===== src/rtl/rwa_pkg.sv =====
`timescale 1ns/1ps
package rwa_pkg;

  localparam int MAP_SLOTS = 128;

  typedef enum logic [2:0] {
    ST_IDLE, ST_XFER, ST_RMW_RD, ST_RMW_WR, ST_RESP
  } seq_state_e;

  // Default map: byte, half, word, unmapped in groups of 16 slots.
  function automatic logic [2*MAP_SLOTS-1:0] default_width_map();
    logic [2*MAP_SLOTS-1:0] m;
    m = '0;
    for (int s = 0; s < MAP_SLOTS; s++) begin
      case ((s / 16) % 4)
        0:       m[2*s +: 2] = 2'b01;
        1:       m[2*s +: 2] = 2'b10;
        2:       m[2*s +: 2] = 2'b11;
        default: m[2*s +: 2] = 2'b00;
      endcase
    end
    return m;
  endfunction

  function automatic logic [2:0] size_bytes(logic [1:0] sz);
    case (sz)
      2'd0:    return 3'd1;
      2'd1:    return 3'd2;
      2'd2:    return 3'd4;
      default: return 3'd0;
    endcase
  endfunction

  function automatic logic [2:0] code_bytes(logic [1:0] code);
    case (code)
      2'b01:   return 3'd1;
      2'b10:   return 3'd2;
      2'b11:   return 3'd4;
      default: return 3'd0;
    endcase
  endfunction

  function automatic logic [1:0] bytes_size(logic [2:0] n);
    case (n)
      3'd2:    return 2'd1;
      3'd4:    return 2'd2;
      default: return 2'd0;
    endcase
  endfunction

  function automatic logic [31:0] byte_mask(logic [2:0] n);
    case (n)
      3'd1:    return 32'h0000_00ff;
      3'd2:    return 32'h0000_ffff;
      3'd4:    return 32'hffff_ffff;
      default: return 32'h0;
    endcase
  endfunction

  function automatic logic misaligned(logic [1:0] sz, logic [1:0] lo);
    case (sz)
      2'd1:    return lo[0];
      2'd2:    return |lo;
      default: return 1'b0;
    endcase
  endfunction

  function automatic logic [2:0] piece_count(logic [2:0] s, logic [2:0] n);
    if (n == 3'd0)      return 3'd0;
    else if (s <= n)    return 3'd1;
    else if (n == 3'd1) return s;
    else                return s >> 1;
  endfunction

  // Byte offset of piece k of native width n.
  function automatic logic [4:0] piece_offset(logic [2:0] k, logic [2:0] n);
    case (n)
      3'd2:    return {1'b0, k, 1'b0};
      3'd4:    return {k, 2'b00};
      default: return {2'b00, k};
    endcase
  endfunction

  // Piece k of an s-byte value cut into n-byte pieces, most significant first.
  function automatic logic [31:0] split_piece(logic [31:0] w, logic [2:0] s,
                                              logic [2:0] n, logic [2:0] k);
    logic [2:0] below;
    below = s - n * (k + 3'd1);
    return (w >> {below[1:0], 3'b000}) & byte_mask(n);
  endfunction

  function automatic logic [31:0] join_piece(logic [31:0] acc, logic [31:0] d,
                                             logic [2:0] n);
    case (n)
      3'd1:    return {acc[23:0], d[7:0]};
      3'd2:    return {acc[15:0], d[15:0]};
      default: return d;
    endcase
  endfunction

  function automatic logic [31:0] lane_extract(logic [31:0] d, logic [1:0] sh,
                                               logic [2:0] s);
    return (d >> {sh, 3'b000}) & byte_mask(s);
  endfunction

  function automatic logic [31:0] lane_merge(logic [31:0] d, logic [31:0] w,
                                             logic [1:0] sh, logic [2:0] s);
    return (d & ~(byte_mask(s) << {sh, 3'b000})) |
           ((w & byte_mask(s)) << {sh, 3'b000});
  endfunction

endpackage


===== src/rtl/rwa_decode.sv =====
`timescale 1ns/1ps
module rwa_decode import rwa_pkg::*; #(
  parameter int ADDR_W      = 12,
  parameter int SPACE_BYTES = 512,
  parameter logic [2*(SPACE_BYTES/4)-1:0] WIDTH_MAP = default_width_map()
) (
  input  logic [ADDR_W-1:0]                   addr,
  input  logic [1:0]                          size,
  output logic                                err,
  output logic                                rmw,
  output logic [2:0]                          cpu_bytes,
  output logic [2:0]                          nat_bytes,
  output logic [2:0]                          nops,
  output logic [1:0]                          shift,
  output logic [$clog2(SPACE_BYTES)-1:0]      base
);
  localparam int PA_W   = $clog2(SPACE_BYTES);
  localparam int SLOT_W = PA_W - 2;

  logic              in_range;
  logic [SLOT_W-1:0] slot;
  logic [1:0]        code;
  logic [2:0]        lane_off;

  generate
    if (ADDR_W > PA_W) begin : g_range
      assign in_range = ~|addr[ADDR_W-1:PA_W];
    end else begin : g_full
      assign in_range = 1'b1;
    end
  endgenerate

  assign slot = addr[PA_W-1:2];
  assign code = WIDTH_MAP[{slot, 1'b0} +: 2];

  always_comb begin
    cpu_bytes = size_bytes(size);
    nat_bytes = code_bytes(code);
    err       = !in_range || (code == 2'b00) || (size == 2'd3) ||
                misaligned(size, addr[1:0]);
    rmw       = (cpu_bytes < nat_bytes);
    nops      = piece_count(cpu_bytes, nat_bytes);
    lane_off  = {1'b0, addr[1:0] & 2'(nat_bytes - 3'd1)};
    shift     = rmw ? 2'(nat_bytes - lane_off - cpu_bytes) : 2'd0;
    base      = rmw ? (addr[PA_W-1:0] & ~PA_W'(nat_bytes - 3'd1))
                    : addr[PA_W-1:0];
  end
endmodule


===== src/rtl/rwa_sequencer.sv =====
`timescale 1ns/1ps
module rwa_sequencer import rwa_pkg::*; #(
  parameter int PA_W = 9
) (
  input  logic            clk,
  input  logic            rst_n,
  input  logic            cpu_req,
  input  logic            cpu_we,
  input  logic [31:0]     cpu_wdata,
  input  logic            dec_err,
  input  logic            dec_rmw,
  input  logic [2:0]      dec_cpu_bytes,
  input  logic [2:0]      dec_nat_bytes,
  input  logic [2:0]      dec_nops,
  input  logic [1:0]      dec_shift,
  input  logic [PA_W-1:0] dec_base,
  output logic            ev_accept,
  output logic            cpu_busy,
  output logic            cpu_done,
  output logic            cpu_err,
  output logic [31:0]     cpu_rdata,
  output logic            per_req,
  output logic            per_we,
  output logic [1:0]      per_size,
  output logic [PA_W-1:0] per_addr,
  output logic [31:0]     per_wdata,
  input  logic [31:0]     per_rdata
);
  seq_state_e      state;
  logic            r_we, r_err;
  logic [31:0]     r_wdata, r_hold, r_acc;
  logic [2:0]      r_s, r_n, r_nops, r_k;
  logic [1:0]      r_shift;
  logic [PA_W-1:0] r_base;

  logic ev_split_step, ev_rmw_read, ev_rmw_write, last_piece;

  assign ev_accept     = (state == ST_IDLE) && cpu_req;
  assign last_piece    = (r_k == r_nops - 3'd1);
  assign ev_split_step = (state == ST_XFER) && !last_piece;
  assign ev_rmw_read   = (state == ST_RMW_RD);
  assign ev_rmw_write  = (state == ST_RMW_WR);

  always_ff @(posedge clk or negedge rst_n) begin
    if (!rst_n) begin
      state   <= ST_IDLE;
      r_we    <= 1'b0;
      r_err   <= 1'b0;
      r_wdata <= '0;
      r_hold  <= '0;
      r_acc   <= '0;
      r_s     <= '0;
      r_n     <= '0;
      r_nops  <= '0;
      r_k     <= '0;
      r_shift <= '0;
      r_base  <= '0;
    end else begin
      case (state)
        ST_IDLE: if (cpu_req) begin
          r_we    <= cpu_we;
          r_wdata <= cpu_wdata;
          r_err   <= dec_err;
          r_s     <= dec_cpu_bytes;
          r_n     <= dec_nat_bytes;
          r_nops  <= dec_nops;
          r_shift <= dec_shift;
          r_base  <= dec_base;
          r_k     <= '0;
          r_acc   <= '0;
          if (dec_err)      state <= ST_RESP;
          else if (dec_rmw) state <= ST_RMW_RD;
          else              state <= ST_XFER;
        end
        ST_XFER: begin
          r_acc <= join_piece(r_acc, per_rdata, r_n);
          if (last_piece) state <= ST_RESP;
          else            r_k   <= r_k + 3'd1;
        end
        ST_RMW_RD: begin
          r_hold <= per_rdata;
          r_acc  <= lane_extract(per_rdata, r_shift, r_s);
          state  <= r_we ? ST_RMW_WR : ST_RESP;
        end
        ST_RMW_WR: state <= ST_RESP;
        default:   state <= ST_IDLE;
      endcase
    end
  end

  always_comb begin
    per_req   = (state == ST_XFER) || ev_rmw_read || ev_rmw_write;
    per_we    = ((state == ST_XFER) && r_we) || ev_rmw_write;
    per_size  = bytes_size(r_n);
    per_addr  = (state == ST_XFER) ? r_base + PA_W'(piece_offset(r_k, r_n))
                                   : r_base;
    if ((state == ST_XFER) && r_we) per_wdata = split_piece(r_wdata, r_s, r_n, r_k);
    else if (ev_rmw_write)          per_wdata = lane_merge(r_hold, r_wdata, r_shift, r_s);
    else                            per_wdata = '0;
    cpu_busy  = (state != ST_IDLE);
    cpu_done  = (state == ST_RESP);
    cpu_err   = cpu_done && r_err;
    cpu_rdata = (cpu_done && !r_we && !r_err) ? r_acc : '0;
  end

  // completion strobe lasts one cycle
  p_done_single_r9: assert property (@(posedge clk) disable iff (!rst_n)
    cpu_done |=> !cpu_done);
  // error flag only accompanies completion
  p_err_with_done_r2: assert property (@(posedge clk) disable iff (!rst_n)
    cpu_err |-> cpu_done);
  // write-back immediately follows the register read
  p_rmw_order_r7: assert property (@(posedge clk) disable iff (!rst_n)
    ev_rmw_write |-> $past(ev_rmw_read));
  // split pieces advance by one native width
  p_split_step_r8: assert property (@(posedge clk) disable iff (!rst_n)
    ev_split_step |=> (per_addr == PA_W'($past(per_addr) + PA_W'($past(r_n)))));
endmodule


===== src/rtl/rwa_adapter.sv =====
`timescale 1ns/1ps
module rwa_adapter import rwa_pkg::*; #(
  parameter int ADDR_W      = 12,
  parameter int SPACE_BYTES = 512,
  parameter logic [2*(SPACE_BYTES/4)-1:0] WIDTH_MAP = default_width_map()
) (
  input  logic                           clk,
  input  logic                           rst_n,
  input  logic                           cpu_req,
  input  logic                           cpu_we,
  input  logic [1:0]                     cpu_size,
  input  logic [ADDR_W-1:0]              cpu_addr,
  input  logic [31:0]                    cpu_wdata,
  output logic                           cpu_busy,
  output logic                           cpu_done,
  output logic                           cpu_err,
  output logic [31:0]                    cpu_rdata,
  output logic                           per_req,
  output logic                           per_we,
  output logic [1:0]                     per_size,
  output logic [$clog2(SPACE_BYTES)-1:0] per_addr,
  output logic [31:0]                    per_wdata,
  input  logic [31:0]                    per_rdata
);
  localparam int PA_W = $clog2(SPACE_BYTES);

  logic            dec_err, dec_rmw, ev_accept;
  logic [2:0]      dec_cpu_bytes, dec_nat_bytes, dec_nops;
  logic [1:0]      dec_shift;
  logic [PA_W-1:0] dec_base;

  rwa_decode #(
    .ADDR_W(ADDR_W), .SPACE_BYTES(SPACE_BYTES), .WIDTH_MAP(WIDTH_MAP)
  ) u_decode (
    .addr(cpu_addr), .size(cpu_size), .err(dec_err), .rmw(dec_rmw),
    .cpu_bytes(dec_cpu_bytes), .nat_bytes(dec_nat_bytes), .nops(dec_nops),
    .shift(dec_shift), .base(dec_base)
  );

  rwa_sequencer #(.PA_W(PA_W)) u_seq (
    .clk(clk), .rst_n(rst_n), .cpu_req(cpu_req), .cpu_we(cpu_we),
    .cpu_wdata(cpu_wdata), .dec_err(dec_err), .dec_rmw(dec_rmw),
    .dec_cpu_bytes(dec_cpu_bytes), .dec_nat_bytes(dec_nat_bytes),
    .dec_nops(dec_nops), .dec_shift(dec_shift), .dec_base(dec_base),
    .ev_accept(ev_accept), .cpu_busy(cpu_busy), .cpu_done(cpu_done),
    .cpu_err(cpu_err), .cpu_rdata(cpu_rdata), .per_req(per_req),
    .per_we(per_we), .per_size(per_size), .per_addr(per_addr),
    .per_wdata(per_wdata), .per_rdata(per_rdata)
  );

  // a rejected request never reaches the peripheral port
  p_no_access_on_err_r3: assert property (@(posedge clk) disable iff (!rst_n)
    (ev_accept && dec_err) |=> !per_req);
  // a rejected request completes with the error flag next cycle
  p_err_response_r2: assert property (@(posedge clk) disable iff (!rst_n)
    (ev_accept && dec_err) |=> (cpu_done && cpu_err));
endmodule


===== config.mk =====
export PLATFORM = sky130hd
export DESIGN_NAME = rwa_adapter
export DESIGN_NICKNAME = d
export VERILOG_FILES = /design/src/rtl/rwa_pkg.sv /design/src/rtl/rwa_decode.sv /design/src/rtl/rwa_sequencer.sv /design/src/rtl/rwa_adapter.sv
export SDC_FILE = /design/constraint.sdc
export NUM_CORES = 1
export LEC_CHECK = 0
export BUFFER_PORTS_ARGS = -buffer_cell sky130_fd_sc_hd__buf_2
export CORE_AREA = 4 4 123 125
export CTS_CLUSTER_DIAMETER = 150
export DETAILED_ROUTE_END_ITERATION = 8
export DIE_AREA = 0 0 127 129
export GPL_ROUTABILITY_DRIVEN = 0
export HOLD_SLACK_MARGIN = 0.03
export MAX_ROUTING_LAYER = met4
export PLACE_DENSITY = 0.87
export SYNTH_ARGS = -nofsm -noshare
export SYNTH_HDL_FRONTEND = slang
export SYNTH_SLANG_ARGS = --single-unit

===== constraint.sdc =====
create_clock -name clk -period 10.3 [get_ports clk]
set_input_delay 2.575 -clock clk [delete_from_list [all_inputs] [get_ports clk]]
set_output_delay 2.575 -clock clk [all_outputs]
set_load 0.01 [all_outputs]

==> results of run 1 <==
[worst max-delay path by stage]
stage,cells past startpoint,slack (ns),from,to
6_report,11,3.96,u_seq.r_n[1]$_DFFE_PN0P_,per_addr[8]
5_1_grt,11,3.79,u_seq.r_n[1]$_DFFE_PN0P_,per_addr[8]
4_1_cts,11,3.99,u_seq.r_n[1]$_DFFE_PN0P_,per_addr[8]
3_5_place_dp,11,4.46,u_seq.r_n[1]$_DFFE_PN0P_,per_addr[8]
3_3_place_gp,11,4.56,u_seq.r_n[0]$_DFFE_PN0P_,per_addr[8]
2_1_floorplan,10,5.14,u_seq.r_n[0]$_DFFE_PN0P_,per_addr[8]
[cells by family after synthesis]
family | Yosys count | synth area share
compound gates | 230 | 0.197
xor+xnor | 19 | 0.0272
fa+ha+maj | 20 | 0.0314
buf+inv | 83 | 0.0451
flops | 124 | 0.367
mux | 118 | 0.150
simple gates | 319 | 0.182
[placed cells by master, fill, tap and decap left out, types with 9 or more instances in the layout]
| cell | netlist | routed |
|---|---|---|
| nand2_1 | 187 | 186 |
| buf_2 | 26 | 160 |
| dfrtp_1 | 124 | 123 |
| mux2_2 | 64 | 64 |
| mux2i_1 | 52 | 52 |
| o21ai_0 | 44 | 44 |
| and2_1 | 39 | 39 |
| a21oi_1 | 33 | 33 |
| a22oi_1 | 32 | 32 |
| nor2_1 | 22 | 22 |
| inv_1 | 20 | 20 |
| ha_1 | 18 | 18 |
| a22o_1 | 17 | 17 |
| clkbuf_16 | 0 | 17 |
| nand4_1 | 15 | 15 |
| a221o_1 | 14 | 14 |
| nor2b_1 | 13 | 13 |
| buf_4 | 2 | 11 |
| a211oi_1 | 10 | 10 |
| o2bb2ai_1 | 9 | 9 |
| o22ai_1 | 9 | 9 |
[through the flow]
step / setup slack [ns] / util / total power, W / area (um^2) / hold slack [ns]
6_report: 3.96 / 0.714 / 0.00193 / 9910 / 0.495
3_5_place_dp: 4.46 / 0.669 / 0.00127 / 9290 / 0.471
2_1_floorplan: 5.14 / - / 0.00111 / 8460 / 0.449
4_1_cts: 3.99 / 0.714 / 0.00191 / 9910 / 0.490
5_1_grt: 3.79 / 0.714 / 0.00201 / 9910 / 0.499
3_3_place_gp: 4.56 / 0.669 / 0.00125 / 9290 / 0.465
[layout make-up]
| cell class | instances | area (um^2) | area share |
|---|---|---|---|
| multi-input cells | 706 | 4990 | 0.504 |
| flip-flops and latches | 124 | 3100 | 0.313 |
| repair buffers | 171 | 883 | 0.0892 |
| clock buffers | 17 | 425 | 0.0429 |
| well taps | 180 | 225 | 0.0227 |
| clock inverters | 15 | 196 | 0.0198 |
| inverters | 21 | 78.8 | 0.00796 |
[state kept, by name, summed over array words and instances (netlist names)]
name           flops
u_seq.r_n          3
u_seq.r_s          3
u_seq.r_shift      2
u_seq.state        3
u_seq.r_base       9
u_seq.r_err        1
u_seq.r_wdata     32
u_seq.r_nops       3
u_seq.r_hold      32
u_seq.r_k          3
u_seq.r_acc       32
u_seq.r_we         1
[metal layers]
| metal | up-vias | GRT usage | part of all wire |
|---|---|---|---|
| met5 | - | - | 0 |
| met4 | 0 | 0.148 | 0.041 |
| li1 | 3598 | - | - |
| met3 | 101 | 0.0677 | 0.11 |
| met1 | 3866 | 0.430 | 0.39 |
| met2 | 570 | 0.501 | 0.46 |
[critical path: cells and delay by family (launching register included)]
family	cells	cell delay, ns
buffers and inverters	2	0.71
AND/OR/NAND/NOR	3	0.70
XOR/XNOR	1	0.14
AO/OA/AOI/OAI	4	0.86
adder cells (fa/ha/maj)	1	0.47
flip-flops	1	0.46
[power groups by stage]
stage          combinational, W  clock, W  sequential (W)
2_1_floorplan          0.000490         0        0.000624
3_3_place_gp           0.000582         0        0.000670
3_5_place_dp           0.000598         0        0.000674
4_1_cts                0.000607  0.000638        0.000669
5_1_grt                0.000667  0.000664        0.000683
6_report               0.000617  0.000635        0.000677
==> results.sh, run 1 <==
export IMPL_wl_mm=26.3
export IMPL_syn_inst=913
export IMPL_critPathRequiredTime_ns=7.73
export IMPL_hold_depth=2
export IMPL_vias_per_cell=6.59
export IMPL_min_to="u_seq.r_nops[1]$_DFFE_PN0P_"
export IMPL_yosys_most_used_dff="dfrtp_1"
export IMPL_drt_iter0_markers=1303
export IMPL_grt_usage=0.330
export IMPL_status="completed"
export IMPL_hold_buffers=0
export IMPL_fin_crit_sh=0.616
export IMPL_start_kind="flop"
export IMPL_reg2reg_depth=6
export IMPL_die_y_um=129
export IMPL_path_class="reg2out"
export IMPL_r2r_start="u_seq.r_n[1]$_DFFE_PN0P_"
export IMPL_vias=8135
export IMPL_synth_top_area_frac=0.367
export IMPL_ir_worst_vdd_mv=0.145
export IMPL_p_sw_w=0.000698
export IMPL_post_synth_main_area_contributors="dfrtp_1 37%, mux2_2 8.5%, nand2_1 8.3%"
export IMPL_io_pins=162
export IMPL_pwr_share_seq=0.351
export IMPL_drtAntennaViolNets=0
export IMPL_dr_pass1_iters=7
export IMPL_ys_warn_count=0
export IMPL_syn_area_um2=8460
export IMPL_io_buffers=161
export IMPL_reg2reg_to="u_seq.r_acc[26]$_DFFE_PN0P_"
export IMPL_post_drt_wl_per_cell_um=21.3
export IMPL_initial_utilization=0.610
export IMPL_core_area_um2=13900
export IMPL_netSwitchingFraction=0.362
export IMPL_ys_ff_latch=124
export IMPL_drv_cap=0
export IMPL_yosys_area_top_type="dfrtp_1"
export IMPL_cts_made_buffers=17
export IMPL_seq_area_frac_synth=0.367
export IMPL_r2r_slack_ns=7.74
export IMPL_tightest_slew_ns=1.22
export IMPL_ys_types=72
export IMPL_dieArea_um2=16400
export IMPL_internal_power_w=0.00123
export IMPL_grt_pass1_wl_mm=41.5
export IMPL_clockRootBuffer="clkbuf_16"
export IMPL_cp_slowest_cell="inv_1"
export IMPL_synth_edff_count=0
export IMPL_max_freq_mhz=158
export IMPL_post_cts_setup_buffers=0
export IMPL_setup_viol=0
export IMPL_finalSetupTns_ns=0
export IMPL_cts_tree="done"
export IMPL_comb_power_share=0.320
export IMPL_drc=0
export IMPL_grt_max_degree=70
export IMPL_cts_max_level=4
export IMPL_num_rows=43
export IMPL_skew_ns=0.00874
export IMPL_clockBufferDepth=2
export IMPL_cp_data_arrival_time_ns=3.77
export IMPL_clk_pin_slew_ns=0.05
export IMPL_synth_most_common_cell="nand2_1"
export IMPL_die_w_um=127
export IMPL_critPathMaxStageDelay_ns=0.57
export IMPL_ys_top_cells_by_count="187 x nand2_1, 124 x dfrtp_1, 64 x mux2_2, 52 x mux2i_1, 44 x o21ai_0"
export IMPL_final_nets=1143
export IMPL_stdcell_count=1234
export IMPL_grt_overflow=0
export IMPL_cts_sinks=124
export IMPL_cp_cell_sequence="or3b_4 > inv_1 > nor2_1 > a22o_1 > fa_1 > a21o_1 > a21o_1 > a21oi_1 > nor2_1 > xor2_1 > buf_2"
export IMPL_synthArstFlopShare=1.00
export IMPL_layout_drive_gt1_share=0.278
export IMPL_drv_slew=0
export IMPL_p_leak_nw=4.80
export IMPL_hold_violations=0
export IMPL_nFillCells=1072
export IMPL_synth_area_per_cell_um2=9.27
export IMPL_area_delta_synth_final_pct=17.1
export IMPL_pwr_share_clk=0.329
export IMPL_grt_pass1_vias=7777
export IMPL_n_antenna_cell=0
export IMPL_clk_latency_ns=0.43
export IMPL_powerDensity_nw_per_um2=195
export IMPL_dp_cells=1202
export IMPL_antenna_found_initial=0
export IMPL_rsz0062_at_grt="false"
export IMPL_syn_nets=1015
export IMPL_cts_resized=0
export IMPL_hp_class="reg2reg"
export IMPL_maxSlewHeadroom=0.182
export IMPL_hp_start="u_seq.r_nops[1]$_DFFE_PN0P_"
export IMPL_fin_crit_ns=6.34
export IMPL_cp_max_fo=23
export IMPL_dpl_hpwl_mm=18.4
export IMPL_endpoint_kind="output port"
(Power assumes the default switching activity.)
==> run 2, diff against run 1 <==
Settings changed: ABC_AREA set to 1, CORE_AREA 4 4 123 125 to 4 4 136 138, DIE_AREA 0 0 127 129 to 0 0 140 142, PLACE_DENSITY 0.87 to 0.78.
Clock period 10.3 ns to 5.8 ns, I/O delays scaled along.
==> run 2 against run 1 <==
Against the previous run:
- non-clock buffer count increased by 1
- setup slack got worse by 2.8 ns
- clock skew about the same
- core utilization decreased by 12 points
- clock power is 70% higher
- power rose to 2.9 times the previous value
- register-to-register slack worse by 4.5 ns
- critical path depth grew 2
- final cell count up 37%
- sequential power grew 130%
- largest power group is now combinational logic
==> results.sh, run 2 <==
export IMPL_dpl_hpwl_mm=21.6
export IMPL_die_y_um=142
export IMPL_dr_pass1_iters=8
export IMPL_post_drt_wl_per_cell_um=17.8
export IMPL_start_kind="flop"
export IMPL_rsz0062_at_grt="false"
export IMPL_fin_crit_sh=0.793
export IMPL_final_nets=1550
export IMPL_n_antenna_cell=0
export IMPL_post_route_util=0.596
export IMPL_critPathRequiredTime_ns=4.35
export IMPL_grt_usage=0.308
export IMPL_synth_top_area_frac=0.352
export IMPL_vias=9734
export IMPL_p_sw_w=0.00296
export IMPL_io_pins=162
export IMPL_status="completed"
export IMPL_synth_most_common_cell="nand2_1"
export IMPL_drc=0
export IMPL_cts_made_buffers=17
export IMPL_wl_mm=30.0
export IMPL_ys_top_cells_by_count="429 x nand2_1, 152 x o21ai_0, 137 x inv_1, 134 x nand3_1, 124 x dfrtp_1"
export IMPL_mostFrequentLayoutCells="429 x nand2_1, 160 x buf_2, 152 x o21ai_0"
export IMPL_nFillCells=1647
export IMPL_ys_warn_count=0
export IMPL_num_rows=48
export IMPL_ys_types=40
export IMPL_cts_resized=0
export IMPL_hold_buffers=0
export IMPL_p_leak_nw=5.34
export IMPL_initial_utilization=0.514
export IMPL_ys_ff_latch=124
export IMPL_syn_nets=1434
export IMPL_synth_edff_count=0
export IMPL_comb_power_share=0.533
export IMPL_skew_ns=0.00864
export IMPL_syn_area_um2=8830
export IMPL_hold_violations=0
export IMPL_grt_pass1_wl_mm=47.3
export IMPL_post_place_ws_ns=1.73
export IMPL_tightest_slew_ns=1.14
export IMPL_cp_data_arrival_time_ns=3.15
export IMPL_cts_tree="done"
export IMPL_seq_area_frac_synth=0.352
export IMPL_path_class="reg2out"
export IMPL_critPathMaxStageDelay_ns=0.42
export IMPL_drv_cap=0
export IMPL_maxSlewHeadroom=0.235
export IMPL_grt_max_degree=79
export IMPL_vias_per_cell=5.77
export IMPL_cp_cell_sequence="inv_2 > nor2_1 > ha_1 > inv_1 > ha_1 > or2_0 > and2_4 > inv_1 > nand2_1 > nand3_1 > nand3_1 > nand2_1 > buf_2"
export IMPL_cts_sinks=124
export IMPL_powerDensity_nw_per_um2=555
export IMPL_fin_crit_ns=4.60
export IMPL_netSwitchingFraction=0.521
export IMPL_clockRootBuffer="clkbuf_16"
export IMPL_grt_overflow=0
export IMPL_internal_power_w=0.00272
export IMPL_grt_pass1_vias=8998
export IMPL_post_cts_setup_buffers=0
export IMPL_synth_area_per_cell_um2=6.63
export IMPL_dieArea_um2=19900
export IMPL_clk_latency_ns=0.43
export IMPL_io_buffers=161
export IMPL_layout_drive_gt1_share=0.164
export IMPL_antenna_found_initial=0
export IMPL_pwr_share_clk=0.190
export IMPL_cts_max_level=4
export IMPL_endpoint_kind="output port"
export IMPL_cp_slowest_cell="dfrtp_1"
export IMPL_clk_pin_slew_ns=0.06
export IMPL_area_delta_synth_final_pct=15.9
export IMPL_core_area_um2=17200
export IMPL_cp_max_fo=49
export IMPL_setup_ws_ns=1.20
export IMPL_setup_viol=0
export IMPL_drtAntennaViolNets=0
export IMPL_drt_iter0_markers=1377
export IMPL_yosys_area_top_type="dfrtp_1"
export IMPL_synthArstFlopShare=1.00
export IMPL_final_common_cell="nand2_1"
export IMPL_clockBufferDepth=2
export IMPL_pwr_share_seq=0.277
export IMPL_yosys_most_used_dff="dfrtp_1"
export IMPL_max_freq_mhz=217
export IMPL_die_w_um=140
export IMPL_syn_inst=1332
export IMPL_post_synth_main_area_contributors="dfrtp_1 35%, nand2_1 18%, o21ai_0 8.6%"
export IMPL_ir_worst_vdd_mv=0.279
export IMPL_drv_slew=0
export IMPL_reg_top3="u_seq.r_acc x32, u_seq.r_hold x32, u_seq.r_wdata x32"
export IMPL_hp_class="reg2reg"
export IMPL_finalSetupTns_ns=0
## run 2: worst paths after layout
path                                              from                            end  slack [ns]  cells past startpoint
setup / recovery              u_seq.r_n[0]$_DFFE_PN0P_                   per_wdata[3]        1.20                     13
hold / removal             u_seq.r_hold[1]$_DFFE_PN0P_    u_seq.r_hold[1]$_DFFE_PN0P_        0.48                      2
setup reg to reg            u_seq.state[2]$_DFFE_PN0P_    u_seq.r_acc[25]$_DFFE_PN0P_        3.26                      7
hold reg to reg            u_seq.r_hold[1]$_DFFE_PN0P_    u_seq.r_hold[1]$_DFFE_PN0P_        0.48                      2
max in group asynchronous                        rst_n   u_seq.r_shift[0]$_DFFE_PN0P_        3.64                      2
min in group asynchronous                        rst_n  u_seq.r_wdata[25]$_DFFE_PN0P_        1.13                      1
## run 2: cell families (layout without fill, tap and decap cells)
logic type                 Yosys count  count (layout)  synth area share
and+or+nand+nor                    692             692             0.336
AOI/OAI and AO/OA                  259             259             0.164
buffers and inverters              222             351             0.103
DFF                                124             124             0.352
adders and majority gates           20              20            0.0301
xor gates and xnor gates            15              15            0.0149
## run 2: power groups by stage
stage | combinational, W | clock, W | sequential [W]
finish | 0.00303 | 0.00108 | 0.00157
global route | 0.00338 | 0.00113 | 0.00160
CTS | 0.00295 | 0.00109 | 0.00156
detailed placement | 0.00292 | 0 | 0.00156
global placement | 0.00288 | 0 | 0.00156
floorplan | 0.00235 | 0 | 0.00141
## run 2: final cells by class
| type | count | area, um^2 | area share |
|---|---|---|---|
| Inverter | 147 | 552 | 0.0539 |
| Sequential cell | 124 | 3100 | 0.303 |
| Tap cell | 225 | 282 | 0.0275 |
| Multi-Input combinational cell | 986 | 4810 | 0.470 |
| Timing Repair Buffer | 172 | 891 | 0.0871 |
| Clock inverter | 13 | 139 | 0.0136 |
| Clock buffer | 19 | 453 | 0.0443 |
## run 2: layer usage
layer | share of wire | wire (um) | global-route usage | up-vias
met4 | 0.043 | 1300 | 0.130 | 0
met5 | 0 | 0 | - | -
met1 | 0.41 | 12200 | 0.406 | 4401
li1 | - | - | - | 4595
met2 | 0.44 | 13300 | 0.462 | 623
met3 | 0.11 | 3160 | 0.0655 | 115
## run 2: per-stage QoR
stage / instances / hold slack [ns] / cell area (um^2) / total power, W
CTS: 1686 / 0.483 / 10200 / 0.00560
finish: 1686 / 0.485 / 10200 / 0.00568
floorplan: 1332 / 0.443 / 8830 / 0.00376
detailed placement: 1654 / 0.469 / 9640 / 0.00448
global route: 1686 / 0.504 / 10200 / 0.00610
global placement: 1654 / 0.458 / 9640 / 0.00444
## run 2: critical path: cells and delay by family (launching register included)
kind	cells	cell delay, ns
and+or+nand+nor	7	1.08
buffers and inverters	4	0.63
adders and majority gates	2	0.58
DFF	1	0.42
